===== config.mk =====
export PLATFORM = sky130hd
export DESIGN_NAME = vec_intc
export DESIGN_NICKNAME = d
export VERILOG_FILES = /design/src/rtl/vec_intc_pkg.sv /design/src/rtl/vec_intc_edge.sv /design/src/rtl/vec_intc_prio.sv /design/src/rtl/vec_intc_first.sv /design/src/rtl/vec_intc.sv
export SDC_FILE = /design/constraint.sdc
export NUM_CORES = 2
export LEC_CHECK = 0
export ABC_CLOCK_PERIOD_IN_PS = 306100
export BUFFER_PORTS_ARGS = -buffer_cell sky130_fd_sc_hd__buf_2
export CAP_MARGIN = 40
export CELL_PAD_IN_SITES_DETAIL_PLACEMENT = 0
export CELL_PAD_IN_SITES_GLOBAL_PLACEMENT = 1
export CORE_UTILIZATION = 50
export DETAILED_ROUTE_END_ITERATION = 8
export GPL_TIMING_DRIVEN = 0
export PLACE_DENSITY_LB_ADDON = 0.1
export SETUP_SLACK_MARGIN = 0.2
export SYNTH_ARGS = -nofsm -noshare
export SYNTH_HDL_FRONTEND = slang
export SYNTH_SLANG_ARGS = --single-unit

===== constraint.sdc =====
create_clock -name clk -period 306.1 [get_ports clk]
set_input_delay 30.61 -clock clk [delete_from_list [all_inputs] [get_ports clk]]
set_output_delay 30.61 -clock clk [all_outputs]
set_load 0.1 [all_outputs]

===== src/rtl/vec_intc_pkg.sv =====
package vec_intc_pkg;
  localparam int unsigned SRC_N = 64;
  localparam int unsigned PRI_W = 4;
  localparam int unsigned MSK_W = 5;
  localparam int unsigned DAT_W = 32;

  // register indexes (byte offset / 4)
  localparam int unsigned IX_CTRL    = 0;
  localparam int unsigned IX_MASK    = 1;
  localparam int unsigned IX_ENNUM   = 2;
  localparam int unsigned IX_DISNUM  = 3;
  localparam int unsigned IX_EN_HI   = 4;
  localparam int unsigned IX_EN_LO   = 5;
  localparam int unsigned IX_TY_HI   = 6;
  localparam int unsigned IX_TY_LO   = 7;
  localparam int unsigned IX_PRI_LO  = 8;
  localparam int unsigned IX_PRI_HI  = 15;
  localparam int unsigned IX_NVEC    = 16;
  localparam int unsigned IX_FVEC    = 17;
  localparam int unsigned IX_PND_HI  = 18;
  localparam int unsigned IX_PND_LO  = 19;
  localparam int unsigned IX_FRC_HI  = 20;
  localparam int unsigned IX_FRC_LO  = 21;
  localparam int unsigned IX_NACT_HI = 22;
  localparam int unsigned IX_NACT_LO = 23;
  localparam int unsigned IX_FACT_HI = 24;
  localparam int unsigned IX_FACT_LO = 25;
  localparam int unsigned IX_CONST   = 64;

  localparam logic [DAT_W-1:0] CONST_WORD = 32'd4;
  localparam logic [DAT_W-1:0] VEC_NONE   = 32'hFFFF_FFFF;
  localparam logic [DAT_W-1:0] CTRL_KEEP  = 32'h0000_003F;
  localparam int unsigned      CTRL_FLAG    = 6;
  localparam int unsigned      CTRL_FLAG_EN = 0;
endpackage


===== src/rtl/vec_intc_edge.sv =====
module vec_intc_edge #(
  parameter int unsigned N = 64
) (
  input  logic         clk,
  input  logic         rst_n,
  input  logic [N-1:0] lvl_i,
  output logic [N-1:0] rise_o,
  output logic [N-1:0] fall_o
);
  logic [N-1:0] lvl_q;

  always_ff @(posedge clk or negedge rst_n) begin
    if (!rst_n) lvl_q <= '0;
    else        lvl_q <= lvl_i;
  end

  assign rise_o = lvl_i & ~lvl_q;
  assign fall_o = ~lvl_i & lvl_q;
endmodule


===== src/rtl/vec_intc_prio.sv =====
// Highest priority wins; on equal priority the higher index wins.
module vec_intc_prio #(
  parameter int unsigned N  = 64,
  parameter int unsigned PW = 4,
  parameter int unsigned IW = 6
) (
  input  logic [N-1:0]    act_i,
  input  logic [N*PW-1:0] prio_i,
  output logic            found_o,
  output logic [IW-1:0]   idx_o,
  output logic [PW-1:0]   prio_o
);
  always_comb begin
    found_o = 1'b0;
    idx_o   = '0;
    prio_o  = '0;
    for (int i = 0; i < N; i++) begin
      if (act_i[i] && (!found_o || prio_i[i*PW +: PW] >= prio_o)) begin
        found_o = 1'b1;
        idx_o   = IW'(i);
        prio_o  = prio_i[i*PW +: PW];
      end
    end
  end
endmodule


===== src/rtl/vec_intc_first.sv =====
// Lowest set index of an activity vector.
module vec_intc_first #(
  parameter int unsigned N  = 64,
  parameter int unsigned IW = 6
) (
  input  logic [N-1:0]  act_i,
  output logic          found_o,
  output logic [IW-1:0] idx_o
);
  always_comb begin
    found_o = 1'b0;
    idx_o   = '0;
    for (int i = N - 1; i >= 0; i--) begin
      if (act_i[i]) begin
        found_o = 1'b1;
        idx_o   = IW'(i);
      end
    end
  end
endmodule


===== src/rtl/vec_intc.sv =====
module vec_intc
  import vec_intc_pkg::*;
#(
  parameter int unsigned NSRC = SRC_N,
  parameter int unsigned AW   = 10
) (
  input  logic             clk,
  input  logic             rst_n,
  input  logic [NSRC-1:0]  src_lvl_i,
  input  logic [AW-1:0]    bus_idx_i,
  input  logic             bus_we_i,
  input  logic             bus_re_i,
  input  logic [DAT_W-1:0] bus_wdata_i,
  output logic [DAT_W-1:0] bus_rdata_o,
  output logic             irq_norm_o,
  output logic             irq_fast_o
);
  localparam int unsigned HALF     = NSRC / 2;
  localparam int unsigned SW       = $clog2(NSRC);
  localparam int unsigned PER_WORD = DAT_W / PRI_W;
  localparam int unsigned NWORD    = NSRC / PER_WORD;
  localparam int unsigned WSW      = $clog2(NWORD);

  // ---------------- reset release synchronizer ----------------
  logic [1:0] rs_q;
  logic       rst_ok;
  always_ff @(posedge clk or negedge rst_n) begin
    if (!rst_n) rs_q <= '0;
    else        rs_q <= {rs_q[0], 1'b1};
  end
  assign rst_ok = rs_q[1];

  function automatic logic at(input logic [AW-1:0] a, input int unsigned ix);
    return a == AW'(ix);
  endfunction

  // ---------------- state ----------------
  logic [DAT_W-1:0]  ctrl_q, ctrl_d;
  logic [MSK_W-1:0]  mask_q;
  logic [NSRC-1:0]   en_q, en_d, type_q, type_d, pend_q, pend_d;
  logic [DAT_W-1:0]  prio_w [NWORD];
  logic [NSRC*PRI_W-1:0] prio_flat;

  // ---------------- level edges ----------------
  logic [NSRC-1:0] lvl_rise, lvl_fall;
  vec_intc_edge #(.N(NSRC)) u_edge (
    .clk    (clk),
    .rst_n  (rst_ok),
    .lvl_i  (src_lvl_i),
    .rise_o (lvl_rise),
    .fall_o (lvl_fall)
  );

  // ---------------- selection ----------------
  logic [NSRC-1:0]  act_n, act_f;
  logic             n_found, f_found;
  logic [SW-1:0]    n_idx, f_idx;
  logic [PRI_W-1:0] n_prio;

  assign act_n = pend_q & en_q & ~type_q;
  assign act_f = pend_q & en_q & type_q;

  vec_intc_prio #(.N(NSRC), .PW(PRI_W), .IW(SW)) u_npick (
    .act_i   (act_n),
    .prio_i  (prio_flat),
    .found_o (n_found),
    .idx_o   (n_idx),
    .prio_o  (n_prio)
  );

  vec_intc_first #(.N(NSRC), .IW(SW)) u_fpick (
    .act_i   (act_f),
    .found_o (f_found),
    .idx_o   (f_idx)
  );

  // ---------------- decode / clock enables ----------------
  logic ctrl_we, mask_we, en_we, ty_we, prio_we, frc_hi, frc_lo;
  logic n_ack, f_ack, in_prio;
  logic [WSW-1:0] pw_sel;

  assign in_prio = (bus_idx_i >= AW'(IX_PRI_LO)) && (bus_idx_i <= AW'(IX_PRI_HI));
  assign pw_sel  = WSW'(IX_PRI_HI - 32'(bus_idx_i));
  assign ctrl_we = bus_we_i && at(bus_idx_i, IX_CTRL);
  assign mask_we = bus_we_i && at(bus_idx_i, IX_MASK);
  assign en_we   = bus_we_i && (at(bus_idx_i, IX_ENNUM) || at(bus_idx_i, IX_DISNUM) ||
                                at(bus_idx_i, IX_EN_HI) || at(bus_idx_i, IX_EN_LO));
  assign ty_we   = bus_we_i && (at(bus_idx_i, IX_TY_HI) || at(bus_idx_i, IX_TY_LO));
  assign prio_we = bus_we_i && in_prio;
  assign frc_hi  = bus_we_i && at(bus_idx_i, IX_FRC_HI);
  assign frc_lo  = bus_we_i && at(bus_idx_i, IX_FRC_LO);
  assign n_ack   = bus_re_i && at(bus_idx_i, IX_NVEC) && n_found;
  assign f_ack   = bus_re_i && at(bus_idx_i, IX_FVEC) && f_found;

  // ---------------- next state ----------------
  always_comb begin
    ctrl_d = bus_wdata_i & CTRL_KEEP;
    if (ctrl_d[CTRL_FLAG_EN] && bus_wdata_i[CTRL_FLAG]) ctrl_d[CTRL_FLAG] = 1'b0;
  end

  always_comb begin
    en_d = en_q;
    if (at(bus_idx_i, IX_ENNUM))  en_d[bus_wdata_i[SW-1:0]] = 1'b1;
    if (at(bus_idx_i, IX_DISNUM)) en_d[bus_wdata_i[SW-1:0]] = 1'b0;
    if (at(bus_idx_i, IX_EN_HI))  en_d[NSRC-1:HALF] = bus_wdata_i;
    if (at(bus_idx_i, IX_EN_LO))  en_d[HALF-1:0]    = bus_wdata_i;
  end

  always_comb begin
    type_d = type_q;
    if (at(bus_idx_i, IX_TY_HI)) type_d[NSRC-1:HALF] = bus_wdata_i;
    if (at(bus_idx_i, IX_TY_LO)) type_d[HALF-1:0]    = bus_wdata_i;
  end

  // level edges, then force overwrite, then acknowledges (strongest)
  always_comb begin
    pend_d = (pend_q | lvl_rise) & ~lvl_fall;
    if (frc_hi) pend_d[NSRC-1:HALF] = bus_wdata_i;
    if (frc_lo) pend_d[HALF-1:0]    = bus_wdata_i;
    if (n_ack)  pend_d[n_idx] = 1'b0;
    if (f_ack)  pend_d[f_idx] = 1'b0;
  end

  // ---------------- registers ----------------
  always_ff @(posedge clk or negedge rst_ok) begin
    if (!rst_ok) begin
      ctrl_q <= '0;
      mask_q <= '1;
      en_q   <= '0;
      type_q <= '0;
      pend_q <= '0;
    end else begin
      if (ctrl_we) ctrl_q <= ctrl_d;
      if (mask_we) mask_q <= bus_wdata_i[MSK_W-1:0];
      if (en_we)   en_q   <= en_d;
      if (ty_we)   type_q <= type_d;
      pend_q <= pend_d;
    end
  end

  for (genvar w = 0; w < NWORD; w++) begin : g_pw
    logic we_w;
    assign we_w = prio_we && (pw_sel == WSW'(w));
    always_ff @(posedge clk or negedge rst_ok) begin
      if (!rst_ok)   prio_w[w] <= '0;
      else if (we_w) prio_w[w] <= bus_wdata_i;
    end
    assign prio_flat[w*DAT_W +: DAT_W] = prio_w[w];
  end

  // ---------------- read mux ----------------
  always_comb begin
    bus_rdata_o = '0;
    case (bus_idx_i)
      AW'(IX_CTRL):    bus_rdata_o = ctrl_q;
      AW'(IX_MASK):    bus_rdata_o = DAT_W'(mask_q);
      AW'(IX_EN_HI):   bus_rdata_o = en_q[NSRC-1:HALF];
      AW'(IX_EN_LO):   bus_rdata_o = en_q[HALF-1:0];
      AW'(IX_TY_HI):   bus_rdata_o = type_q[NSRC-1:HALF];
      AW'(IX_TY_LO):   bus_rdata_o = type_q[HALF-1:0];
      AW'(IX_NVEC):    bus_rdata_o = n_found ? ((DAT_W'(n_idx) << 16) | DAT_W'(n_prio)) : VEC_NONE;
      AW'(IX_FVEC):    bus_rdata_o = f_found ? DAT_W'(f_idx) : VEC_NONE;
      AW'(IX_PND_HI):  bus_rdata_o = pend_q[NSRC-1:HALF];
      AW'(IX_PND_LO):  bus_rdata_o = pend_q[HALF-1:0];
      AW'(IX_NACT_HI): bus_rdata_o = act_n[NSRC-1:HALF];
      AW'(IX_NACT_LO): bus_rdata_o = act_n[HALF-1:0];
      AW'(IX_FACT_HI): bus_rdata_o = act_f[NSRC-1:HALF];
      AW'(IX_FACT_LO): bus_rdata_o = act_f[HALF-1:0];
      AW'(IX_CONST):   bus_rdata_o = CONST_WORD;
      default:         if (in_prio) bus_rdata_o = prio_w[pw_sel];
    endcase
  end

  // ---------------- requests ----------------
  assign irq_fast_o = f_found;
  assign irq_norm_o = n_found && ((&mask_q) || ({1'b0, n_prio} > mask_q));
endmodule


* Word-level counts from Yosys, hierarchy flattened
Cells that the tools add are included.
Operators by class: $add $sub $neg 1, order comparisons 73, equality and inequality tests 25, multiplexer cells 340, bitwise operators 20, reductions and logical operators 223
Operators with widths (count):
- $and A64 B64 Y64 | 9
- $mux W6 | 96
- $pmux W32 S15 | 1
- $not A64 Y64 | 7
- $mux W32 | 9
- $mux W4 | 72
- $mux W64 | 4
- $ge A4 B4 Y1 | 63
- $mux W1 | 132
- $or A64 B64 Y64 | 2
- $eq A10 B5 Y1 const B | 10
- $bmux W32 S3 | 1
- $logic_and A1 B1 Y1 | 87
- $mux W5 | 16
- $logic_or A1 B1 Y1 | 68
- $logic_not A1 Y1 | 63
- $eq A10 B3 Y1 const B | 4
- $or A22 B4 Y22 | 1
- $lt A6 B7 Y1 const B | 3
- $eq A10 B2 Y1 const B | 2
- $demux W1 S6 | 3
- $ge A6 B1 Y1 const B | 3
- $eq A3 B3 Y1 const B | 4
- $mux W3 | 4
- other kinds (15) | 18
Storage, ports and cells: register bits 525, input bits 110, output and inout bits 34

* Longest topological paths before layout
word-level depth 264, depth in mapped cells 535, mapped depth without buffers 514

* Hierarchy
Synthesis repeated with hierarchy kept, for this count alone.
Unflattened totals: cell total of the unflattened synthesis 4754, area total of the unflattened synthesis 42635.9 um^2
By module, submodules not included:
- vec_intc | instances 1, cells each 2517, area each 26380.3 um^2, sequential area each 11542.3 um^2
- vec_intc_prio | instances 1, cells each 1905, area each 12769.7 um^2, sequential area each 0.0 um^2
- vec_intc_edge | instances 1, cells each 192, area each 2722.6 um^2, sequential area each 1601.5 um^2
- vec_intc_first | instances 1, cells each 140, area each 763.2 um^2, sequential area each 0.0 um^2

* Least setup slack after synthesis
Ideal clock, no wire load.
kind register to output, start register pend_q[0], end output bus_rdata_o[1], arrival 94.590 ns, required time 275.490 ns, slack 180.900 ns, cell stages (with the launch flop) 503, path buffers 20, cell sequence dfrtp_1 and3b_1 and2_1 ha_1 nor3b_1 o21ai_0 o21a_1 a22o_1 ha_1 nand2b_1 a211oi_1 o21ai_1 nand2b_1 clkbuf_1 mux2_2 ha_1 nand2b_1 a211o_1 (+467 left out) ha_1 nand2b_1 a21o_1 a21o_1 a21oi_1 a211o_1 buf_2 nor2_1 a31oi_2 ha_1 nand2b_1 a21o_1 a21o_1 a21oi_1 a21o_1 buf_2 nand2_1 o21ai_0
Between the ends: longest elaborated chain between the ends 258
RTL lines:
- start: declaration | line vec_intc.sv:40 | logic [NSRC-1:0] en_q, en_d, type_q, type_d, pend_q, pend_d;
- start signal: assignment | line vec_intc.sv:137 | pend_q <= pend_d;
- $and A64 B64 Y64 (*) | line vec_intc.sv:60, vec_intc.sv:61
- $and A64 B64 Y64 | line vec_intc.sv:60 | assign act_n = pend_q & en_q & ~type_q;
- $mux W4 / $mux W1 (equally long branches) | line vec_intc_prio.sv:18 | if (act_i[i] && (!found_o || prio_i[i*PW +: PW] >= prio_o)) begin
- $ge A4 B4 Y1 / $logic_not A1 Y1 (equally long branches) | line vec_intc_prio.sv:18
- $logic_or A1 B1 Y1 | line vec_intc_prio.sv:18
- $logic_and A1 B1 Y1 | line vec_intc_prio.sv:18
- $mux W4 / $mux W1 (equally long branches) | line vec_intc_prio.sv:18
- $ge A4 B4 Y1 / $logic_not A1 Y1 (equally long branches) | line vec_intc_prio.sv:18
- (+242 left out)
- $mux W4 / $mux W1 (equally long branches) | line vec_intc_prio.sv:18
- $ge A4 B4 Y1 / $logic_not A1 Y1 (equally long branches) | line vec_intc_prio.sv:18
- $logic_or A1 B1 Y1 | line vec_intc_prio.sv:18
- $logic_and A1 B1 Y1 | line vec_intc_prio.sv:18
- $mux W4 | line vec_intc_prio.sv:18
- $or A22 B4 Y22 | line vec_intc.sv:161 | AW'(IX_NVEC): bus_rdata_o = n_found ? ((DAT_W'(n_idx) << 16) | DAT_W'(n_prio)) : VEC_NONE;
- $mux W32 | line vec_intc.sv:161
- $pmux W32 S15 (*) | line vec_intc.sv:154 | case (bus_idx_i)
- end: declaration | line vec_intc.sv:14 | output logic [DAT_W-1:0] bus_rdata_o,
Mark *: on every way between the ends. The rest lies on a longest branch, timed or not.

* Final worst setup path
start register pend_q[0], end output bus_rdata_o[19]
Between the ends: longest elaborated chain between the ends 258
RTL lines (line):
- $and A64 B64 Y64 (*) | vec_intc.sv:60, vec_intc.sv:61
- $and A64 B64 Y64 | vec_intc.sv:60
- $mux W4 / $mux W1 (equally long branches) | vec_intc_prio.sv:18
- $ge A4 B4 Y1 / $logic_not A1 Y1 (equally long branches) | vec_intc_prio.sv:18
- $logic_or A1 B1 Y1 | vec_intc_prio.sv:18
- $logic_and A1 B1 Y1 | vec_intc_prio.sv:18
- $mux W4 / $mux W1 (equally long branches) | vec_intc_prio.sv:18
- $ge A4 B4 Y1 / $logic_not A1 Y1 (equally long branches) | vec_intc_prio.sv:18
- (+242 left out)
- $mux W4 / $mux W1 (equally long branches) | vec_intc_prio.sv:18
- $ge A4 B4 Y1 / $logic_not A1 Y1 (equally long branches) | vec_intc_prio.sv:18
- $logic_or A1 B1 Y1 | vec_intc_prio.sv:18
- $logic_and A1 B1 Y1 | vec_intc_prio.sv:18
- $mux W6 | vec_intc_prio.sv:18
- $or A22 B4 Y22 | vec_intc.sv:161
- $mux W32 | vec_intc.sv:161
- $pmux W32 S15 (*) | vec_intc.sv:154
Marks and branches as above.

==> metrics.cfg <==
[die]
rows=104
die_area_mm2=0.0822
die-width_um=287
die-height_um=287
start_util_pct=50.4
coreArea_mm2=0.0804
boundaryPins=144

[timing]
hold_viol_final=0
timing.final.ws_setup_ns=160.30
slew_viol_final=0
skew_ns=0.0260
slew_headroom_pct=26.8
timing.fmax_mhz=6.86
tightest_slew_ns=1.09
setup_viol=0
fin_crit_ns=145.80
whs_ns=0.366
rsz0062_at_grt=false
fin_setup_tns_ns=0
min_period_over_period_pct=47.6

[setup_path]
endpoint_kind=primary output
critPathLaunchType=flip-flop
crit_type=flip-flop to primary output
cp.required_ns=275.49
critPathMostFrequentCell=ha_1
crit_arrival_ns=115.19
cpPeakStageDelay_ns=0.76
crit_fanout=10
crit_slowest_cell=a2111oi_0

[placement]
place.detailed.hpwl_mm=174
io_buffers=140
post_dp_cell_area_mm2=0.0438
pre_cts_ws_ns=164.04
place_inst=5831
routabilityCongestion=1.07

[global_route]
grt_max_degree=63
grt_pass1_wl_mm=292
overflow=0
grt_antenna_before_repair=20
grt_pass1_vias=38100
grt.total_usage_pct=50.9

[synth]
netlist_instances=4526
synthTopCellsByArea=dfrtp_1 (32%), mux2_2 (9.8%), ha_1 (6.2%), a21oi_1 (4.9%), nor2_1 (4.0%)
synthFlopType=dfrtp_1
synthDistinctLibCells=121
syn_nets=4836
synth_edf_count=0
yosysTopAreaCell=dfrtp_1
avgSynthCellArea_um2=8.96
synthArstFlopShare_pct=100
synth_most_common_cell=dfrtp_1
synth_area_mm2=0.0405
ys_ff_latch=525
netlist.area_leader.share_pct=32.1
synth.yosys.warnings=0
ys_seq_area_share_pct=32.4
yosys-top-cells-count=dfrtp_1 (520), nor2_1 (433), a21oi_1 (400)

[route]
drt_iter0_drc=6460
routedWlPerCell_um=35.8
routed_wl_mm=214
antenna_left=0
drc=10
dr_total_vias=42200
first_pass_iters=9
viasPerCell=7.07

[layout]
nFillCells=7362
fin_area_mm2=0.0460
fin_nets=5147
drive_gt1_share_pct=19.3
syn_to_final_growth_pct=13.5
post-route-util_pct=57.2
instances_no_fill=5966

[clock_network]
root_buffer=clkbuf_16
htree_levels=2
cts_resized=0
numCtsBuffers=61
ctsHoldBuffers=0
clkSinkCount=525
clk_latency_ns=0.68
postCtsSetupBuffers=0
ctsLongestPathBuffers=3
path_clk_slew_ns=0.07
cts_tree=done

[power]
power_density_mw_per_mm2=6.06
ir_drop_v=0.00000465
p_leak_nw=20.8
finalPower_uw=279

[run_status]
status=finished, violations left
violations=design-rule violations

[run]
cap_violations=0

[hold_path]
hold_path_class=flip-flop to flip-flop

-- cell families after synthesis --
| logic type | count (synthesis) | synth area share (%) |
|---|---|---|
| AOI/OAI and AO/OA | 1406 | 23.6 |
| xor gates and xnor gates | 1 | 0.0216 |
| adders and majority gates | 242 | 7.21 |
| buffers and inverters | 469 | 4.47 |
| DFF | 525 | 32.4 |
| muxes | 502 | 15.5 |
| other | 1 | 0.00925 |
| and+or+nand+nor | 1380 | 16.7 |
-- cells in the final DEF (no fill, tap or decap), drive strengths merged, types with 55 or more instances in the layout --
master,instances
dfrtp,520
nor2,435
a21oi,401
mux2,360
nand2,355
buf,318
inv,252
o21ai,250
clkbuf,235
ha,200
nand3,122
nand2b,94
a21o,84
mux2i,78
a211oi,73
nor3,67
mux4,64
o211ai,60
a31oi,59
and3,57
o22ai,55
-- metal layers --
metal / GRT usage, % / vias to the layer above / part of all wire (%) / wire length, um
met5: 0.988 / - / 0.072 / 155
met1: 65.0 / 20700 / 37 / 79500
met4: 30.7 / 8 / 7.6 / 16200
met2: 70.9 / 3131 / 40 / 85600
li1: - / 17600 / - / -
met3: 21.5 / 738 / 15 / 32400
-- registers in the layout (all words and copies together) (netlist names), named ones only --
| register | cells |
|---|---|
| type_q | 64 |
| mask_q | 5 |
| en_q | 63 |
| pend_q | 64 |
| rs_q | 2 |
| u_edge.lvl_q | 64 |
| prio_flat | 256 |
| ctrl_q | 6 |
-- critical path, delay by kind of cell, from the launching register on --
kind	cells	cell delay (ns)
compound gates	232	54.51
simple gates	146	22.23
buf+inv	33	7.58
fa+ha+maj	76	21.50
mux	21	8.05
flops	1	0.54
-- worst paths after layout --
check                      cells past startpoint  startpoint               end  slack (ns)
setup / recovery                             508   pend_q[0]   bus_rdata_o[19]      160.30
hold / removal                                 0     rs_q[0]           rs_q[1]        0.37
setup reg to reg                             506   pend_q[0]        pend_q[19]      191.76
hold reg to reg                                0     rs_q[0]           rs_q[1]        0.37
max in group asynchronous                      1       rst_n           rs_q[1]      276.28
min in group asynchronous                      0     rs_q[1]  u_edge.lvl_q[36]        0.47
-- layout make-up --
type | count | area, um2 | share of cell area [%]
Multi-Input combinational cell | 3532 | 25600 | 55.6
Sequential cell | 525 | 13100 | 28.6
Timing Repair Buffer | 248 | 1980 | 4.29
Clock buffer | 86 | 1760 | 3.82
Tap cell | 1060 | 1330 | 2.88
Inverter | 249 | 935 | 2.03
Buffer | 220 | 886 | 1.92
Clock inverter | 28 | 349 | 0.758
Antenna cell | 18 | 45.0 | 0.0979
-- where the power goes --
part / total (mW) / switching, mW / internal, mW
combinational: 0.121 / 0.0788 / 0.0427
sequential: 0.0780 / 0.00583 / 0.0722
clock: 0.0793 / 0.0342 / 0.0452
total: 0.279 / 0.119 / 0.160
Note: power is estimated with default switching activity, not from simulation.
